--- src/rtl/mfu_issue_pkg.sv ---
package mfu_issue_pkg;

    localparam int unsigned REG_IDX_W = 5;
    localparam int unsigned NUM_UNITS = 4;
    localparam int unsigned UNIT_W    = 2;

    typedef enum logic [1:0] {
        U_IDLE = 2'd0,
        U_EXEC = 2'd1,
        U_HOLD = 2'd2
    } slot_state_e;

    typedef struct packed {
        logic                 fp;
        logic [REG_IDX_W-1:0] idx;
    } reg_tag_t;

endpackage

--- src/rtl/mfu_unit_slot.sv ---
module mfu_unit_slot
    import mfu_issue_pkg::*;
#(
    parameter int unsigned LAT   = 4,
    parameter int unsigned CNT_W = 3
) (
    input  logic     clk,
    input  logic     rst_n,
    input  logic     start,
    input  logic     start_has_dst,
    input  reg_tag_t start_tag,
    input  logic     grant,
    output logic     wb_req,
    output logic     busy,
    output logic     dst_live,
    output reg_tag_t dst_tag
);

    slot_state_e      state_q, state_d;
    logic [CNT_W-1:0] cnt_q, cnt_d;
    logic             has_dst_q;
    reg_tag_t         tag_q;

    // next-state selection
    always_comb begin
        state_d = state_q;
        cnt_d   = cnt_q;
        unique case (state_q)
            U_IDLE: begin
                if (start) begin                       // LAUNCH
                    state_d = U_EXEC;
                    cnt_d   = CNT_W'(LAT - 1);
                end
            end
            U_EXEC: begin
                if (cnt_q != '0) begin                 // TICK
                    cnt_d = cnt_q - 1'b1;
                end else if (grant) begin              // FINISH
                    state_d = U_IDLE;
                end else begin                         // DEFER
                    state_d = U_HOLD;
                end
            end
            U_HOLD: begin
                if (grant) state_d = U_IDLE;           // RETIRE
            end
            default: state_d = U_IDLE;
        endcase
    end

    // state register
    always_ff @(posedge clk) begin
        if (!rst_n) begin
            state_q   <= U_IDLE;
            cnt_q     <= '0;
            has_dst_q <= 1'b0;
            tag_q     <= '0;
        end else begin
            state_q <= state_d;
            cnt_q   <= cnt_d;
            if (start && state_q == U_IDLE) begin
                has_dst_q <= start_has_dst;
                tag_q     <= start_tag;
            end
        end
    end

    // outputs
    always_comb begin
        wb_req   = 1'b0;
        busy     = 1'b1;
        unique case (state_q)
            U_IDLE:  busy   = 1'b0;
            U_EXEC:  wb_req = (cnt_q == '0);
            U_HOLD:  wb_req = 1'b1;
            default: busy   = 1'b0;
        endcase
        dst_live = busy & has_dst_q;
        dst_tag  = tag_q;
    end

endmodule

--- src/rtl/mfu_wb_arbiter.sv ---
module mfu_wb_arbiter #(
    parameter int unsigned           N       = 4,
    parameter int unsigned           LW      = 8,
    parameter logic [N*LW-1:0]       LAT_VEC = '0
) (
    input  logic [N-1:0] req,
    output logic [N-1:0] grant
);

    // a requester loses to any other requester that is slower,
    // or equally slow with a higher unit number
    always_comb begin
        for (int i = 0; i < N; i++) begin
            grant[i] = req[i];
            for (int j = 0; j < N; j++) begin
                if (j != i && req[j]) begin
                    if (LAT_VEC[j*LW +: LW] > LAT_VEC[i*LW +: LW])
                        grant[i] = 1'b0;
                    else if (LAT_VEC[j*LW +: LW] == LAT_VEC[i*LW +: LW] && j > i)
                        grant[i] = 1'b0;
                end
            end
        end
    end

endmodule

--- src/rtl/mfu_hazard_check.sv ---
module mfu_hazard_check
    import mfu_issue_pkg::*;
#(
    parameter int unsigned N = 4
) (
    input  logic                 sa_en,
    input  reg_tag_t             sa_tag,
    input  logic                 sb_en,
    input  reg_tag_t             sb_tag,
    input  logic                 dst_en,
    input  reg_tag_t             dst_tag,
    input  logic     [N-1:0]     live,
    input  reg_tag_t [N-1:0]     live_tag,
    output logic                 raw_hit,
    output logic                 waw_hit
);

    logic [N-1:0] raw_u, waw_u;

    for (genvar u = 0; u < N; u++) begin : g_cmp
        assign raw_u[u] = live[u] & ((sa_en & (sa_tag == live_tag[u])) |
                                     (sb_en & (sb_tag == live_tag[u])));
        assign waw_u[u] = live[u] & dst_en & (dst_tag == live_tag[u]);
    end

    assign raw_hit = |raw_u;
    assign waw_hit = |waw_u;

endmodule

--- src/rtl/mfu_issue_ctrl.sv ---
module mfu_issue_ctrl
    import mfu_issue_pkg::*;
#(
    parameter int unsigned LAT_INT  = 1,
    parameter int unsigned LAT_MUL  = 4,
    parameter int unsigned LAT_FADD = 4,
    parameter int unsigned LAT_DIV  = 4
) (
    input  logic       clk,
    input  logic       rst_n,
    input  logic       dec_valid,
    input  logic [1:0] dec_unit,
    input  logic       dec_dst_en,
    input  logic       dec_dst_fp,
    input  logic [4:0] dec_dst,
    input  logic       dec_sa_en,
    input  logic       dec_sa_fp,
    input  logic [4:0] dec_sa,
    input  logic       dec_sb_en,
    input  logic       dec_sb_fp,
    input  logic [4:0] dec_sb,
    output logic       issue_ok,
    output logic [3:0] unit_start,
    output logic [3:0] wb_grant
);

    localparam int unsigned LW = 8;
    localparam int unsigned MAX_LAT =
        (LAT_INT > LAT_MUL ? LAT_INT : LAT_MUL) > (LAT_FADD > LAT_DIV ? LAT_FADD : LAT_DIV) ?
        (LAT_INT > LAT_MUL ? LAT_INT : LAT_MUL) : (LAT_FADD > LAT_DIV ? LAT_FADD : LAT_DIV);
    localparam int unsigned CNT_W = (MAX_LAT < 2) ? 1 : $clog2(MAX_LAT);
    localparam logic [NUM_UNITS*LW-1:0] LAT_VEC =
        {LW'(LAT_DIV), LW'(LAT_FADD), LW'(LAT_MUL), LW'(LAT_INT)};

    logic     [NUM_UNITS-1:0] busy, live, req;
    reg_tag_t [NUM_UNITS-1:0] live_tag;
    reg_tag_t                 dst_t, sa_t, sb_t;
    logic                     raw_hit, waw_hit;

    assign dst_t = '{fp: dec_dst_fp, idx: dec_dst};
    assign sa_t  = '{fp: dec_sa_fp,  idx: dec_sa};
    assign sb_t  = '{fp: dec_sb_fp,  idx: dec_sb};

    for (genvar u = 0; u < NUM_UNITS; u++) begin : g_unit
        localparam int unsigned L = LAT_VEC[u*LW +: LW];
        mfu_unit_slot #(.LAT(L), .CNT_W(CNT_W)) u_slot (
            .clk           (clk),
            .rst_n         (rst_n),
            .start         (unit_start[u]),
            .start_has_dst (dec_dst_en),
            .start_tag     (dst_t),
            .grant         (wb_grant[u]),
            .wb_req        (req[u]),
            .busy          (busy[u]),
            .dst_live      (live[u]),
            .dst_tag       (live_tag[u])
        );
    end

    mfu_wb_arbiter #(.N(NUM_UNITS), .LW(LW), .LAT_VEC(LAT_VEC)) u_arb (
        .req   (req),
        .grant (wb_grant)
    );

    mfu_hazard_check #(.N(NUM_UNITS)) u_haz (
        .sa_en    (dec_sa_en),
        .sa_tag   (sa_t),
        .sb_en    (dec_sb_en),
        .sb_tag   (sb_t),
        .dst_en   (dec_dst_en),
        .dst_tag  (dst_t),
        .live     (live),
        .live_tag (live_tag),
        .raw_hit  (raw_hit),
        .waw_hit  (waw_hit)
    );

    always_comb begin
        issue_ok   = dec_valid & ~busy[dec_unit] & ~raw_hit & ~waw_hit;
        unit_start = '0;
        if (issue_ok) unit_start[dec_unit] = 1'b1;
    end

endmodule

--- config.mk ---
export PLATFORM = sky130hd
export DESIGN_NAME = mfu_issue_ctrl
export DESIGN_NICKNAME = d
export VERILOG_FILES = /design/src/rtl/mfu_issue_pkg.sv /design/src/rtl/mfu_unit_slot.sv /design/src/rtl/mfu_wb_arbiter.sv /design/src/rtl/mfu_hazard_check.sv /design/src/rtl/mfu_issue_ctrl.sv
export SDC_FILE = /design/constraint.sdc
export NUM_CORES = 1
export LEC_CHECK = 0
export BUFFER_PORTS_ARGS = -buffer_cell sky130_fd_sc_hd__buf_2
export CAP_MARGIN = 20
export CORE_MARGIN = 2
export CORE_UTILIZATION = 50
export DETAILED_ROUTE_END_ITERATION = 16
export HOLD_SLACK_MARGIN = 0.02
export PLACE_DENSITY = 0.81
export SYNTH_ARGS = -nofsm -noshare
export SYNTH_HDL_FRONTEND = slang
export SYNTH_SLANG_ARGS = --single-unit
--- constraint.sdc ---
create_clock -name clk -period 8.7 [get_ports clk]
set_clock_uncertainty 0.15 [all_clocks]
set_input_delay 1.74 -clock clk [delete_from_list [all_inputs] [get_ports clk]]
set_output_delay 1.74 -clock clk [all_outputs]
set_load 0.02 [all_outputs]
-- Yosys cells after proc, flatten, opt, wreduce, memory -nomap -nowiden
Cells that the tools add are included.
- bits in registers: 44
- latch bits: 0
- RAM bits: 0
- ROM bits: 0
- input bits: 26
- word-level logic and storage cells: 182
- memories: 0
- add/subtract/negate cells: 4
- multiply operators: 0
- div/mod/pow operators: 0
- $lt $le $gt $ge: 2
- equality and inequality tests: 36
- shift operators: 0
- mux-type cells: 51
- bitwise operators: 34
- reduce and logical (&&, ||, !) cells: 35
- operators by type and width (cell ; count):
    6-bit == test ; 12
    2-bit 2-to-1 mux ; 24
    1-bit AND ; 27
    2-bit case mux with 3 select lines ; 4
    3-bit AND reduction ; 8
    2-bit zero test ; 8
    2-bit by 1-bit inequality test with 1-bit output, second input constant ; 8
    2-bit inequality test, second input constant ; 8
    2-bit case mux with 2 select lines ; 4
    2-bit nonzero test ; 8
    1-bit 2-to-1 mux ; 12
    2-bit by 1-bit == test with 1-bit output, second input constant ; 4
    2-bit == test, second input constant ; 4
    1-bit case mux with 2 select lines ; 4
    2-bit OR reduction ; 4
    4-bit OR reduction ; 2
    2-bit by 1-bit subtractor with 2-bit output, second input constant ; 4
    1-bit logical AND ; 5
    4-bit 2-to-1 mux ; 1
    1-bit OR ; 4
    2-bit by 3-bit less-than comparator with 1-bit output, second input constant ; 1
    1-bit inverter ; 3
    1-bit binary-select mux with 2-bit select ; 1
    1-bit demux with 2-bit select ; 1
    2-bit by 1-bit greater-or-equal comparator with 1-bit output, second input constant ; 1

-- Logic depth before layout (Yosys ltp)
- depth after elaboration: 12
- mapped depth: 11
- mapped depth without buffers: 10

-- Modules after synthesis
Synthesis repeated with hierarchy kept, for this count alone.
- cell total of the unflattened synthesis: 404
- area, all modules: 3422.0 sq um
- by module, submodules not included (module ; times used ; cells each ; area an instance (sq um)):
    mfu_unit_slot (g_unit[1].u_slot ...) ; 3 ; 69 ; 610.6
    mfu_hazard_check ; 1 ; 110 ; 864.6
    mfu_unit_slot (g_unit[0].u_slot) ; 1 ; 72 ; 600.6
    mfu_issue_ctrl ; 1 ; 11 ; 88.8
    mfu_wb_arbiter ; 1 ; 4 ; 36.3

-- Worst setup path before layout
No wires, ideal clock.
- path kind: input to output
- start point: in dec_unit[1]
- end point: out unit_start[3]
- arrival time: 3.592 ns
- slack: 3.218 ns
- stages: 9
- path buffers: 3
- cell sequence: buf_6 mux4_2 nand2b_4 nor4_4 nand4b_2 inv_2 buf_6 and3_1 buf_4
- longest elaborated chain between the ends: 7
- elaborated cells on any way between the ends: 12
- ends and longest elaborated chain (item ; line ; source):
    from (decl) ; mfu_issue_ctrl.sv:12 ; input logic [1:0] dec_unit,
    1-bit binary-select mux with 2-bit select ; mfu_issue_ctrl.sv:79 ; issue_ok = dec_valid & ~busy[dec_unit] & ~raw_hit & ~waw_hit;
    1-bit 2-to-1 mux (implied by the code) ; mfu_issue_ctrl.sv:79 ;
    1-bit inverter ; mfu_issue_ctrl.sv:79 ;
    1-bit AND (3 in series) ; mfu_issue_ctrl.sv:79 ;
    named net issue_ok ; mfu_issue_ctrl.sv:22 ; output logic issue_ok,
    4-bit 2-to-1 mux ; mfu_issue_ctrl.sv:81 ; if (issue_ok) unit_start[dec_unit] = 1'b1;
    to (decl) ; mfu_issue_ctrl.sv:23 ; output logic [3:0] unit_start,
The timed path passes the listed nets, and every way through them passes these cells. The select of a mux whose other input is x is not followed.

-- Worst setup path after layout
- start point: in dec_unit[1]
- end point: out unit_start[1]
- longest elaborated chain between the ends: 7
- elaborated cells on any way between the ends: 12
- ends and longest elaborated chain (item ; line):
    1-bit binary-select mux with 2-bit select ; mfu_issue_ctrl.sv:79
    1-bit 2-to-1 mux (implied by the code) ; mfu_issue_ctrl.sv:79
    1-bit inverter ; mfu_issue_ctrl.sv:79
    1-bit AND (3 in series) ; mfu_issue_ctrl.sv:79
    4-bit 2-to-1 mux * ; mfu_issue_ctrl.sv:81
Mark *: on every way between the ends. The rest lies on a longest branch, timed or not. The select of a mux whose other input is x is not followed.

==> impl_metrics.env <==
export IMPL_p_switching_w=0.000154
export IMPL_synth_adder_area_share=0.0586
export IMPL_dp_hpwl_um=6180
export IMPL_cp_max_fo=12
export IMPL_netlist_instances=433
export IMPL_drt_iter0_markers=195
export IMPL_start_util=0.509
export IMPL_synth_mux_area_frac=0.0362
export IMPL_viasPerCell=5.97
export IMPL_final_area_mm2=0.00358
export IMPL_clk_pin_slew_ns=0.08
export IMPL_synth_top_family_by_area="simple AND/OR/NAND/NOR gates"
export IMPL_final_layout_size_suffix_gt1_frac=0.123
export IMPL_drv_cap=0
export IMPL_yosysTopAreaCell="dfxtp_1"
export IMPL_ctsHtreeMaxLevel=2
export IMPL_worstPathRequired_ns=6.81
export IMPL_grt_pass1_wl_um=13200
export IMPL_status="completed"
export IMPL_gr_total_overflow=0
export IMPL_row_count=30
export IMPL_grtUsageTotal=0.220
export IMPL_synth_area_leaders="dfxtp_1, xnor2_1, ha_1"
export IMPL_cts_resized=0
export IMPL_synth_area_mm2=0.00342
export IMPL_seqPwrFrac=0.445
export IMPL_power_frac_comb=0.242
export IMPL_clkPwrFrac=0.313
export IMPL_dieArea_mm2=0.00751
export IMPL_ys_flop_type="dfxtp_1"
export IMPL_finalSetupViolations=0
export IMPL_yosysWarnings=0
export IMPL_coreArea_mm2=0.00672
export IMPL_report_power_total_w=0.000503
export IMPL_ir_worst_vdd_uv=48.9
export IMPL_ioPinCount=35
export IMPL_routed_wl_um=8300
export IMPL_endpoint_kind="primary output"
export IMPL_fmax_mhz=168
export IMPL_diodes=0
export IMPL_crit_type="in -> out"
export IMPL_cts_root_buf="clkbuf_8"
export IMPL_cp_data_arrival_time_ns=4.07
export IMPL_place_congestion=0.883
export IMPL_cts_tree="done"
export IMPL_synth_edff_count=0
export IMPL_ys_types=51
export IMPL_cts_sinks=44
export IMPL_avgRoutedWirePerCell_um=16.2
export IMPL_nets=473
export IMPL_synth_compound_area_frac=0.171
export IMPL_antenna_found_initial=0
export IMPL_post_cts_buffers=0
export IMPL_fin_crit_sh=0.685
export IMPL_p_per_area_mw_per_mm2=141
export IMPL_layout_setup_ws_ns=2.74
export IMPL_leakagePower_nw=1.26
export IMPL_tightest_slew_ns=1.04
export IMPL_die_w_um=86.7
export IMPL_yosys_area_share_simple=0.193
export IMPL_start_kind="input pin"
export IMPL_portBuffers=34
export IMPL_finalMaxSlewViolations=0
export IMPL_period_minus_slack_ns=5.96
export IMPL_vias=3058
export IMPL_ys_ff_latch=44
export IMPL_drc=0
export IMPL_grt_max_degree=34
export IMPL_ys_async_sr_fraction=0
export IMPL_hold_viol_final=0
export IMPL_grt_pass1_vias=2677
export IMPL_hold_path_class="reg -> reg"
export IMPL_cts_buffers_inserted=5
export IMPL_ys_seq_area_frac=0.258
export IMPL_rsz0062_at_grt="no"
export IMPL_pre_cts_ws_ns=2.76
export IMPL_clock_path_buffers=2
export IMPL_switching_share=0.307
export IMPL_ant_nets=0
export IMPL_holdBufCountCts=0
export IMPL_relSlewSlack=0.305
export IMPL_final_core_utilization=0.533
export IMPL_die_y_um=86.7
export IMPL_syn_nets=475
export IMPL_synth_area_per_cell_um2=7.89
export IMPL_yosysTopAreaCellShare=0.258
export IMPL_dr_pass1_iters=4
export IMPL_synth_xor_xnor_area_share=0.184
export IMPL_synthToLayoutAreaGrowth_pct=4.69
export IMPL_tns_ns=0
export IMPL_dpl_cell_area_mm2=0.00347
export IMPL_internal_power_w=0.000349
export IMPL_clock_latency_ns=0.30
==> synth_stat cells (2+ instances only) <==
| cell type | number |
|---|---|
| dfxtp_1 | 44 |
| nor3_1 | 4 |
| a211oi_1 | 4 |
| nor4_1 | 5 |
| a21oi_1 | 34 |
| nand3_1 | 38 |
| nor2b_1 | 3 |
| xnor2_1 | 64 |
| or3_1 | 2 |
| nor2_1 | 8 |
| buf_2 | 6 |
| a211o_1 | 2 |
| o221ai_1 | 2 |
| nand2_1 | 24 |
| and2_1 | 5 |
| o22ai_1 | 5 |
| inv_1 | 29 |
| o21a_1 | 5 |
| o21ai_0 | 31 |
| buf_4 | 10 |
| a221oi_1 | 2 |
| ha_1 | 16 |
| nand4_1 | 17 |
| mux2i_1 | 9 |
| xor2_1 | 8 |
| buf_6 | 2 |
| clkbuf_1 | 25 |
| nand2b_1 | 3 |
| nor3b_1 | 2 |
| a32oi_1 | 2 |
| inv_2 | 2 |
==> state kept, by name, indices dropped and copies added, names as in the netlist <==
name	count
g_unit.u_slot.dst_tag	24
g_unit.u_slot.cnt_q	8
g_unit.u_slot.state_q	8
g_unit.u_slot.has_dst_q	4
==> power by group through the flow <==
stage                     Combinational, W  Clock, W  Sequential, W
after global placement            0.000116         0       0.000228
after CTS                         0.000121  0.000160       0.000223
final                             0.000122  0.000157       0.000224
after floorplan                  0.0000997         0       0.000225
after detailed placement          0.000120         0       0.000228
after global routing              0.000134  0.000167       0.000225
==> routing by layer <==
layer  wire length, µm  GRT usage
met2              3910      0.361
met3               405     0.0410
met5                 0          0
met1              3780      0.288
met4               199     0.0781
==> per-stage QoR <==
stage | hold slack [ns] | instances
finish | 0.327 | 512
global route | 0.370 | 512
CTS | 0.326 | 512
detailed placement | 0.314 | 504
global placement | 0.308 | 504
floorplan | 0.299 | 433
==> layout make-up <==
type	instances	area [µm²]
multi-input combinational	315	2200
sequential	44	881
tap	80	100
inverter	31	116
timing repair buffer	34	170
clock inverter	3	42.5
fill	623	3140
clock buffer	5	68.8
==> placed cells by master, fill, tap and decap left out, types with 9 or more instances in the layout <==
cell     synthesis  routed
xnor2_1         64      64
dfxtp_1         44      44
nand3_1         38      38
a21oi_1         34      34
buf_2            6      34
o21ai_0         31      31
inv_1           29      29
nand2_1         24      24
nand4_1         17      17
ha_1            16      16
mux2i_1          9       9
==> cells by family (layout without fill, tap and decap cells) <==
logic type	after synthesis	after routing
AO/OA/AOI/OAI	97	97
XOR/XNOR	72	72
adder cells (fa/ha/maj)	16	16
buffers and inverters	74	73
flip-flops	44	44
multiplexers	11	11
AND/OR/NAND/NOR	119	119
==> worst max-delay path, stage by stage <==
cell and delay, ns:
buf_2 0.17, mux4_2 0.51, nand2b_4 0.16, nor4_4 0.40, nand4_1 0.45, inv_1 0.41
buf_2 0.23
==> worst paths after layout <==
check,from,cells past startpoint,endpoint,slack [ns]
max,dec_unit[1],7,unit_start[1],2.74
min,g_unit[1].u_slot.has_dst_q,2,g_unit[1].u_slot.has_dst_q,0.33
max reg2reg,g_unit[3].u_slot.state_q[0],9,g_unit[1].u_slot.state_q[1],5.37
min reg2reg,g_unit[1].u_slot.has_dst_q,2,g_unit[1].u_slot.has_dst_q,0.33
(Power assumes the default switching activity.)
